## config.mk

```make
export PLATFORM = sky130hd
export DESIGN_NAME = cfgGateway
export DESIGN_NICKNAME = d
export VERILOG_FILES = /design/src/rtl/cfgGatewayPkg.sv /design/src/rtl/cfgGatewayCtrl.sv /design/src/rtl/cfgGatewayData.sv /design/src/rtl/cfgGateway.sv
export SDC_FILE = /design/constraint.sdc
export NUM_CORES = 2
export LEC_CHECK = 0
export CAP_MARGIN = 20
export CORE_ASPECT_RATIO = 2
export CORE_UTILIZATION = 45
export CTS_CLUSTER_SIZE = 8
export DETAILED_ROUTE_END_ITERATION = 16
export DONT_BUFFER_PORTS = 1
export GPL_TIMING_DRIVEN = 1
export PLACE_DENSITY_LB_ADDON = 0.1
export SETUP_SLACK_MARGIN = 0.2
export SYNTH_ARGS = -nofsm -noshare
export SYNTH_HDL_FRONTEND = slang
export SYNTH_HIERARCHICAL = 1
export SYNTH_SLANG_ARGS = --single-unit
```

## constraint.sdc

```tcl
create_clock -name clk -period 9.5 [get_ports clk]
set_clock_uncertainty 0.05 [all_clocks]
set_input_delay 1.9 -clock clk [delete_from_list [all_inputs] [get_ports clk]]
set_output_delay 1.9 -clock clk [all_outputs]
set_load 0.005 [all_outputs]
```

## src/rtl/cfgGatewayPkg.sv

```systemverilog
package cfgGatewayPkg;

  localparam int NumDomains = 3;
  localparam logic [15:0] DomainIds [NumDomains] = '{16'h0001, 16'h0006, 16'h000A};
  localparam int DomSelW = (NumDomains > 1) ? $clog2(NumDomains) : 1;

  localparam logic [7:0] OffSpace  = 8'h04;
  localparam logic [7:0] OffTicket = 8'h08;
  localparam logic [7:0] OffLock   = 8'h0C;
  localparam logic [7:0] OffAddr   = 8'h10;
  localparam logic [7:0] OffData   = 8'h14;

  localparam logic [2:0] StatusOk  = 3'd1;
  localparam logic [2:0] StatusBad = 3'd0;

  typedef struct packed {
    logic               dataLoad;
    logic               memWr;
    logic               memRd;
    logic               dataZero;
    logic [DomSelW-1:0] domSel;
  } gwStrobe_t;

endpackage

```

## src/rtl/cfgGatewayCtrl.sv

```systemverilog
module cfgGatewayCtrl
  import cfgGatewayPkg::*;
#(
  parameter int COUNTER_W = 32,
  parameter int LATENCY   = 4,
  parameter int MEM_AW    = 4
) (
  input  logic              clk,
  input  logic              rstN,
  input  logic              regWrEn,
  input  logic              regRdEn,
  input  logic [7:0]        regOffset,
  input  logic [31:0]       regWrData,
  input  logic [31:0]       dataRegIn,
  output logic [31:0]       regRdData,
  output gwStrobe_t         strobe,
  output logic [MEM_AW-1:0] memAddr
);

  localparam int WaitW = (LATENCY > 1) ? $clog2(LATENCY) : 1;
  localparam logic [WaitW-1:0] WaitLoad = WaitW'(LATENCY - 1);

  logic spaceWr, ticketRd, lockWr, addrWr, dataWr;
  assign spaceWr  = regWrEn && (regOffset == OffSpace);
  assign ticketRd = regRdEn && (regOffset == OffTicket);
  assign lockWr   = regWrEn && (regOffset == OffLock);
  assign addrWr   = regWrEn && (regOffset == OffAddr);
  assign dataWr   = regWrEn && (regOffset == OffData);

  // ticket counter
  logic [COUNTER_W-1:0] ticketReg, ticketInc, ticketNext;
  assign ticketInc  = ticketReg + 1'b1;
  assign ticketNext = (ticketInc == '0) ? COUNTER_W'(1) : ticketInc;

  always_ff @(posedge clk or negedge rstN) begin
    if (!rstN)         ticketReg <= COUNTER_W'(1);
    else if (ticketRd) ticketReg <= ticketNext;
  end

  // lock register
  logic [31:0] lockReg;
  always_ff @(posedge clk or negedge rstN) begin
    if (!rstN) lockReg <= '0;
    else if (lockWr) begin
      if (regWrData == '0)    lockReg <= '0;
      else if (lockReg == '0) lockReg <= regWrData;
    end
  end

  // domain select
  logic [15:0]        spaceId;
  logic               spaceOk;
  logic [DomSelW-1:0] spaceIdx;
  logic               newHit;
  logic [DomSelW-1:0] newIdx;

  always_comb begin
    newHit = 1'b0;
    newIdx = '0;
    for (int i = 0; i < NumDomains; i++) begin
      if (regWrData[15:0] == DomainIds[i]) begin
        newHit = 1'b1;
        newIdx = DomSelW'(i);
      end
    end
  end

  always_ff @(posedge clk or negedge rstN) begin
    if (!rstN) begin
      spaceId  <= '0;
      spaceOk  <= 1'b0;
      spaceIdx <= '0;
    end else if (spaceWr) begin
      spaceId  <= regWrData[15:0];
      spaceOk  <= newHit;
      spaceIdx <= newIdx;
    end
  end

  // transfer sequencer
  logic [29:0]        addrReg;
  logic               flagReg;
  logic               busy;
  logic               opIsWrite;
  logic [DomSelW-1:0] opDom;
  logic [WaitW-1:0]   waitCnt;
  logic               doneNow;
  logic               startOk;
  logic               startBad;

  assign doneNow  = busy && (waitCnt == '0);
  assign startOk  = addrWr && !busy && spaceOk;
  assign startBad = addrWr && !busy && !spaceOk;

  always_ff @(posedge clk or negedge rstN) begin
    if (!rstN) begin
      addrReg   <= '0;
      flagReg   <= 1'b0;
      busy      <= 1'b0;
      opIsWrite <= 1'b0;
      opDom     <= '0;
      waitCnt   <= '0;
    end else if (busy) begin
      if (waitCnt == '0) begin
        busy    <= 1'b0;
        flagReg <= !opIsWrite;
      end else begin
        waitCnt <= waitCnt - 1'b1;
      end
    end else if (startOk) begin
      addrReg   <= regWrData[29:0];
      flagReg   <= regWrData[31];
      opIsWrite <= regWrData[31];
      opDom     <= spaceIdx;
      waitCnt   <= WaitLoad;
      busy      <= 1'b1;
    end else if (startBad) begin
      addrReg <= regWrData[29:0];
      flagReg <= !regWrData[31];
    end
  end

  always_comb begin
    strobe.dataLoad = dataWr && !busy;
    strobe.memWr    = doneNow && opIsWrite;
    strobe.memRd    = doneNow && !opIsWrite;
    strobe.dataZero = startBad && !regWrData[31];
    strobe.domSel   = opDom;
  end
  assign memAddr = addrReg[MEM_AW-1:0];

  // read mux
  always_comb begin
    regRdData = '0;
    if (regRdEn) begin
      unique case (regOffset)
        OffSpace:  regRdData = {(spaceOk ? StatusOk : StatusBad), 13'b0, spaceId};
        OffTicket: regRdData = 32'(ticketReg);
        OffLock:   regRdData = lockReg;
        OffAddr:   regRdData = {flagReg, 1'b0, addrReg};
        OffData:   regRdData = dataRegIn;
        default:   regRdData = '0;
      endcase
    end
  end


  ticket_nonzero_chk: assert property (@(posedge clk) disable iff (!rstN)
    ticketReg != '0);


  lock_held_chk: assert property (@(posedge clk) disable iff (!rstN)
    (lockWr && regWrData != '0 && lockReg != '0) |=> $stable(lockReg));


  busy_addr_chk: assert property (@(posedge clk) disable iff (!rstN)
    (busy && addrWr) |=> $stable(addrReg));


  busy_flag_chk: assert property (@(posedge clk) disable iff (!rstN)
    (busy && !doneNow) |=> $stable(flagReg));

endmodule

```

## src/rtl/cfgGatewayData.sv

```systemverilog
module cfgGatewayData
  import cfgGatewayPkg::*;
#(
  parameter int MEM_AW = 4
) (
  input  logic              clk,
  input  logic              rstN,
  input  gwStrobe_t         strobe,
  input  logic [MEM_AW-1:0] memAddr,
  input  logic [31:0]       regWrData,
  output logic [31:0]       dataReg
);

  localparam int MemDepth = 1 << MEM_AW;

  logic [31:0] rdWord [NumDomains];

  for (genvar d = 0; d < NumDomains; d++) begin : gDom
    logic [31:0] mem [MemDepth];
    always_ff @(posedge clk) begin
      if (strobe.memWr && strobe.domSel == DomSelW'(d)) mem[memAddr] <= dataReg;
    end
    assign rdWord[d] = mem[memAddr];
  end

  logic [31:0] selWord;
  always_comb begin
    selWord = '0;
    for (int i = 0; i < NumDomains; i++) begin
      if (strobe.domSel == DomSelW'(i)) selWord = rdWord[i];
    end
  end

  always_ff @(posedge clk or negedge rstN) begin
    if (!rstN)                dataReg <= '0;
    else if (strobe.dataZero) dataReg <= '0;
    else if (strobe.memRd)    dataReg <= selWord;
    else if (strobe.dataLoad) dataReg <= regWrData;
  end


  one_strobe_chk: assert property (@(posedge clk) disable iff (!rstN)
    $onehot0({strobe.dataLoad, strobe.memWr, strobe.memRd, strobe.dataZero}));


  dom_range_chk: assert property (@(posedge clk) disable iff (!rstN)
    (strobe.memWr || strobe.memRd) |-> (int'(strobe.domSel) < NumDomains));

endmodule

```

## src/rtl/cfgGateway.sv

```systemverilog
module cfgGateway
  import cfgGatewayPkg::*;
#(
  parameter int COUNTER_W = 32,
  parameter int LATENCY   = 4,
  parameter int MEM_AW    = 4
) (
  input  logic        clk,
  input  logic        rstN,
  input  logic        regWrEn,
  input  logic        regRdEn,
  input  logic [7:0]  regOffset,
  input  logic [31:0] regWrData,
  output logic [31:0] regRdData
);

  gwStrobe_t         strobe;
  logic [MEM_AW-1:0] memAddr;
  logic [31:0]       dataReg;

  cfgGatewayCtrl #(
    .COUNTER_W(COUNTER_W),
    .LATENCY  (LATENCY),
    .MEM_AW   (MEM_AW)
  ) i_ctrl (
    .clk      (clk),
    .rstN     (rstN),
    .regWrEn  (regWrEn),
    .regRdEn  (regRdEn),
    .regOffset(regOffset),
    .regWrData(regWrData),
    .dataRegIn(dataReg),
    .regRdData(regRdData),
    .strobe   (strobe),
    .memAddr  (memAddr)
  );

  cfgGatewayData #(
    .MEM_AW(MEM_AW)
  ) i_data (
    .clk      (clk),
    .rstN     (rstN),
    .strobe   (strobe),
    .memAddr  (memAddr),
    .regWrData(regWrData),
    .dataReg  (dataReg)
  );

endmodule

```

### Yosys cells after proc, flatten, opt, wreduce, memory -nomap -nowiden

Memory sizes are Yosys's and may differ from the RTL's.
Cells that the tools add are included.

* logic and storage cells: 100
* bits in read-only memories: 0
* output and inout bits: 32
* memories kept: 3
* bits in latches: 0
* input bits: 44
* register bits: 152
* memory bits (writable): 1536

Memories
* i_data.gDom[0].mem: depth 16, bits a word 32, rd ports 1, clocked after memory_dff 0, wr ports 1, RTL line cfgGatewayData.sv:19 `logic [31:0] mem [MemDepth];`
* i_data.gDom[1].mem: depth 16, bits a word 32, rd ports 1, clocked after memory_dff 0, wr ports 1, RTL line cfgGatewayData.sv:19
* i_data.gDom[2].mem: depth 16, bits a word 32, rd ports 1, clocked after memory_dff 0, wr ports 1, RTL line cfgGatewayData.sv:19

* div/mod/pow operators: 0
* multiplexer cells: 35
* shift operators: 0
* bitwise operators: 1
* $lt $le $gt $ge: 0
* equal/unequal tests: 12
* $mul: 0
* reductions and logical operators: 35
* add/subtract/negate cells: 2

Operators by type and width (count)
* two-way mux 32 bit: 10
* one-hot mux 32 bit (5 select lines): 1
* logical NOT 32 bit: 3
* two-way mux 30 bit: 2
* adder 32 x 1 -> 32 bit (second input constant): 1
* two-way mux 1 bit: 18
* == test 16 x 1 -> 1 bit (second input constant): 1
* == test 16 x 3 -> 1 bit (second input constant): 1
* == test 16 x 4 -> 1 bit (second input constant): 1
* == test 8 x 4 -> 1 bit (second input constant): 2
* == test 8 x 5 -> 1 bit (second input constant): 2
* logical AND 1 bit: 16
* AND reduction 2 bit: 5
* == test 8 x 3 -> 1 bit (second input constant): 1
* two-way mux 2 bit: 4
* nonzero test 2 bit: 3
* nonzero test 3 bit: 2
* logical NOT 1 bit: 4
* logical NOT 2 bit: 2
* != test 2 bit (second input constant): 2
* == test 2 x 1 -> 1 bit (second input constant): 1
* == test 2 bit (second input constant): 1
* subtractor 2 x 1 -> 2 bit (second input constant): 1
* inverter 1 bit: 1

### Longest topological paths before layout

* depth after elaboration: 7
* mapped depth: 14

### Cells and area by module

Netlist, hierarchy kept.

Modules (own cells, without submodules)
* cfgGatewayData: instances 1, area an instance 60506.8 µm², cells an instance 2795
* cfgGatewayCtrl: instances 1, area an instance 6867.8 µm², cells an instance 720

### Worst setup path after synthesis

Ideal clock, no wire load.

* path type: input port to output port
* start: in regOffset[0]
* end: out regRdData[10]
* required time: 7550 ps
* setup slack: 3850 ps
* arrival: 3700 ps
* cell stages on the path: 8
* cell sequence: or4_1 > clkbuf_1 > nor3_1 > and2_1 > clkbuf_1 > clkbuf_1 > a22oi_1 > a21oi_1

* word-level cells in the longest chain between the ends: 3
* elaborated cells between the ends (all ways): 7
* classes of those cells: eq/ne: 5; mux: 2

Ends and longest elaborated chain
* start: declaration: RTL line cfgGateway.sv:12 `input logic [7:0] regOffset,`
* == test 8 x 5 -> 1 bit, or another cell as far along: RTL line cfgGatewayCtrl.sv:136 `unique case (regOffset)`
* one-hot mux 32 bit (5 select lines) (*): RTL line cfgGatewayCtrl.sv:136
* two-way mux 32 bit (*): RTL line cfgGatewayCtrl.sv:135 `if (regRdEn) begin`
* end: declaration: RTL line cfgGateway.sv:14 `output logic [31:0] regRdData`

Mark *: on every way between the ends. The rest lies on a longest branch, timed or not.

### Worst setup path in the final report

* start: in regOffset[0]
* end: out regRdData[1]

Same word-level chain as after synthesis.

==> impl_metrics.env <==
export IMPL_status="finished clean"
export IMPL_tns_ns=0
export IMPL_grt_max_degree=153
export IMPL_grt_pass1_wl_um=274000
export IMPL_p_clk_share_pct=45.7
export IMPL_port_buffers=0
export IMPL_clkSinkCount=1688
export IMPL_grt_util_met2_pct=47.3
export IMPL_grt_pass1_vias=37430
export IMPL_min_period_ns=6.03
export IMPL_cts_htree_levels=4
export IMPL_wl_um=193000
export IMPL_row_count=200
export IMPL_area_growth_pct=13.3
export IMPL_vias=35202
export IMPL_viasPerCell=6.20
export IMPL_cap_violations=0
export IMPL_cp_start_kind="input port"
export IMPL_antenna_found_initial=4
export IMPL_cp_top_family="simple AND/OR/NAND/NOR gates"
export IMPL_ir_worst_vdd_mv=0.148
export IMPL_gp_congestion=0.878
export IMPL_fin_area_um2=76300
export IMPL_cts_buffers=236
export IMPL_switchingPower_mw=3.36
export IMPL_clockBufferDepth=4
export IMPL_final_core_util_pct=51.4
export IMPL_cp_num_buf_inv=1
export IMPL_synth_compound_area_share_pct=4.34
export IMPL_start_util_pct=45.4
export IMPL_die_w_um=276
export IMPL_leakagePower_nw=24.0
export IMPL_p_per_area_nw_per_um2=213
export IMPL_use_met1_pct=29.2
export IMPL_async_reset_ff_share_pct=9.00
export IMPL_required_ns=7.55
export IMPL_yosysSeqAreaShare_pct=74.1
export IMPL_synth_main_ff_cell="edfxtp_1"
export IMPL_seqCellArea_um2=49900
export IMPL_netlist_area_um2=67400
export IMPL_yosysTopAreaCell="edfxtp_1"
export IMPL_crit_type="in2out"
export IMPL_finalHoldViolCount=0
export IMPL_post_cts_resized=0
export IMPL_dieArea_um2=151000
export IMPL_cpPeakStageDelay_ns=0.75
export IMPL_synth_top_family_by_area="multiplexers"
export IMPL_clock_latency_ns=0.86
export IMPL_cp_end_kind="output pin"
export IMPL_p_total_mw=16.2
export IMPL_finalSetupViolations=0
export IMPL_synth_adder_area_share_pct=0.0371
export IMPL_ys_warnings_count=6
export IMPL_crit_path_cell_trace="or4_1 -> nor3_1 -> and2_1 -> o31ai_4 -> buf_4 -> a21oi_1"
export IMPL_rsz0062_at_grt="false"
export IMPL_cts_root_buf="clkbuf_16"
export IMPL_path_max_fanout=32
export IMPL_cts_setup_buffers=0
export IMPL_sw_frac_of_total_pct=20.7
export IMPL_synth_enable_flop_cells=1536
export IMPL_syn_nets=3561
export IMPL_wl_per_cell_um=34.1
export IMPL_slowest_stage="and2_1"
export IMPL_pin_count=76
export IMPL_drt_iter0_markers=2937
export IMPL_hold_buffers=0
export IMPL_fp_coreArea_um2=148000
export IMPL_fillCellCount=11790
export IMPL_seq_power_share_pct=50.6
export IMPL_synth_area_mux_share_pct=15.2
export IMPL_die_y_um=549
export IMPL_hp_class="reg2reg"
export IMPL_ant_nets=0
export IMPL_ys_seq_elements=1688
export IMPL_fmax_ghz=0.166
export IMPL_drc=0
export IMPL_post_synth_top_area_fraction_pct=68.5
export IMPL_relSlewSlack_pct=29.1
export IMPL_synth_cells=3515
export IMPL_finalNetCount=3699
export IMPL_synth_xor_area_share_pct=0.442
export IMPL_dpl_hpwl_um=114000
export IMPL_final_layout_size_suffix_gt1_share_pct=26.4
export IMPL_place_area_um2=70000
export IMPL_synthSimpleGateAreaFrac_pct=3.97
export IMPL_worst_slew_pin_slew_ns=1.06
export IMPL_cts_tree="built"
export IMPL_drv_slew=0
export IMPL_timing_final_crit_share_pct=63.4
export IMPL_ys_types=76
export IMPL_top_usage_layer="met2"
export IMPL_cp_data_arrival_time_ns=4.08
export IMPL_hold_slack_ns=0.426
export IMPL_met3_usage_pct=3.51
export IMPL_clkTransAtPathRegs_ns=0.05
export IMPL_p_int_mw=12.9
export IMPL_avgSynthCellArea_um2=19.2
export IMPL_combPwrFrac_pct=3.7
export IMPL_track_usage_pct=25.8
export IMPL_grt_overflow_total=0
export IMPL_first_pass_iters=6
export IMPL_multi_input_area_um2=16500
export IMPL_synthTopCellsByArea="edfxtp_1, mux4_2, dfrtp_1"
-- Yosys cell counts, types with 4 or more instances --
cell type  number
dfrtp_1       151
mux2_2        211
buf_1           6
mux2i_1        49
and3_1         10
nor3b_1         4
o32a_1          4
or4_1           4
o22ai_1        33
xor2_1         14
and2_1          4
o311a_1        20
o41ai_1         4
buf_6          13
nand4_1        24
buf_4          46
nand3_1        37
o21ai_0        41
nor2_1         68
inv_1          10
a21o_1          5
nand2b_1       14
nor4_1         30
a222oi_1       14
a21oi_1        67
clkbuf_1      106
mux4_2        328
nand2_1       220
a211oi_1       77
edfxtp_1     1536
nor2b_1        44
nor3_1         56
or3_1          11
or2_2           5
xnor2_1        20
a22oi_1       107
buf_2          58
o2111ai_1       7
-- kinds of logic after synthesis --
kind of cell,Yosys count
multiplexers,588
AO/OA/AOI/OAI,412
XOR/XNOR,34
buffers and inverters,243
adder cells (fa/ha/maj),2
AND/OR/NAND/NOR,548
flip-flops,1688
-- cells in the final DEF, fill, tap and decap left out, types with 14 or more instances in the layout --
cell	count
mux2_2	211
nor3_1	20
mux2i_1	49
clkbuf_16	237
nand3_1	37
nand4_1	24
a222oi_1	14
a22oi_1	107
o21ai_0	41
dfrtp_1	147
o22ai_1	33
a21oi_1	67
nor2_4	14
buf_4	124
nor3_2	37
xor2_1	14
clkbuf_1	93
o311a_1	20
nor2b_1	41
a211oi_1	77
edfxtp_1	1536
nor4_1	27
nor2_1	54
nand2_1	220
mux4_2	328
xnor2_1	20
-- metrics by stage --
step                      setup slack, ns  instances
final                                3.47       5674
after global routing                 3.37       5669
after CTS                            3.50       5668
after detailed placement             3.51       5334
after global placement               3.63       5330
after floorplan                      3.85       3515
-- final timing paths --
kind | startpoint | endpoint | slack, ns | depth (start not counted)
worst max-delay path | regOffset[0] | regRdData[1] | 3.47 | 6
worst min-delay path | i_ctrl/addrReg[12] | i_ctrl/addrReg[12] | 0.43 | 2
worst max register to register | i_ctrl/addrReg[1] | i_data/dataReg[8] | 5.00 | 7
worst min register to register | i_ctrl/addrReg[12] | i_ctrl/addrReg[12] | 0.43 | 2
max in group asynchronous | rstN | i_data/dataReg[7] | 8.17 | 0
min in group asynchronous | rstN | i_ctrl/spaceId[0] | 0.69 | 0
-- per-layer routing --
metal	share of wire (%)	wire [um]	vias up
met5	0	0	-
met2	54	105000	1155
met1	36	69800	19005
met3	4.6	8810	424
li1	-	-	14618
met4	5.1	9830	0
-- final cells by class --
cell class | count | share of cell area, %
inverter | 11 | 0.0541
clock buffer | 330 | 8.23
sequential | 1688 | 65.4
timing repair buffer | 132 | 1.38
multi-input combinational | 1584 | 21.6
clock inverter | 4 | 0.0754
tap | 1919 | 3.15
antenna | 6 | 0.0197
-- power groups by stage --
| stage | Sequential [mW] | Combinational [mW] | Clock [mW] |
|---|---|---|---|
| 5_1_grt | 8.21 | 0.639 | 7.82 |
| 3_3_place_gp | 8.36 | 0.586 | 0 |
| 3_5_place_dp | 8.36 | 0.604 | 0 |
| 2_1_floorplan | 8.41 | 0.340 | 0 |
| 6_report | 8.22 | 0.597 | 7.42 |
| 4_1_cts | 8.22 | 0.606 | 7.57 |
-- tightest hold or removal path: cells and delay by family, from the launching register on --
| family | cells | cell delay (ns) |
|---|---|---|
| and+or+nand+nor | 2 | 0.10 |
| DFF | 1 | 0.34 |
-- state kept, by name, summed over array words and instances (netlist names) --
name / count
i_ctrl/addrReg: 30
i_ctrl/busy: 1
i_ctrl/flagReg: 1
i_ctrl/lockReg: 32
i_ctrl/opDom: 2
i_ctrl/opIsWrite: 1
i_ctrl/spaceId: 16
i_ctrl/spaceIdx: 2
i_ctrl/spaceOk: 1
i_ctrl/ticketReg: 32
i_ctrl/waitCnt: 2
i_data/dataReg: 32
i_data/gDom.mem: 1536
No activity file was read; power rests on OpenSTA's default activity.
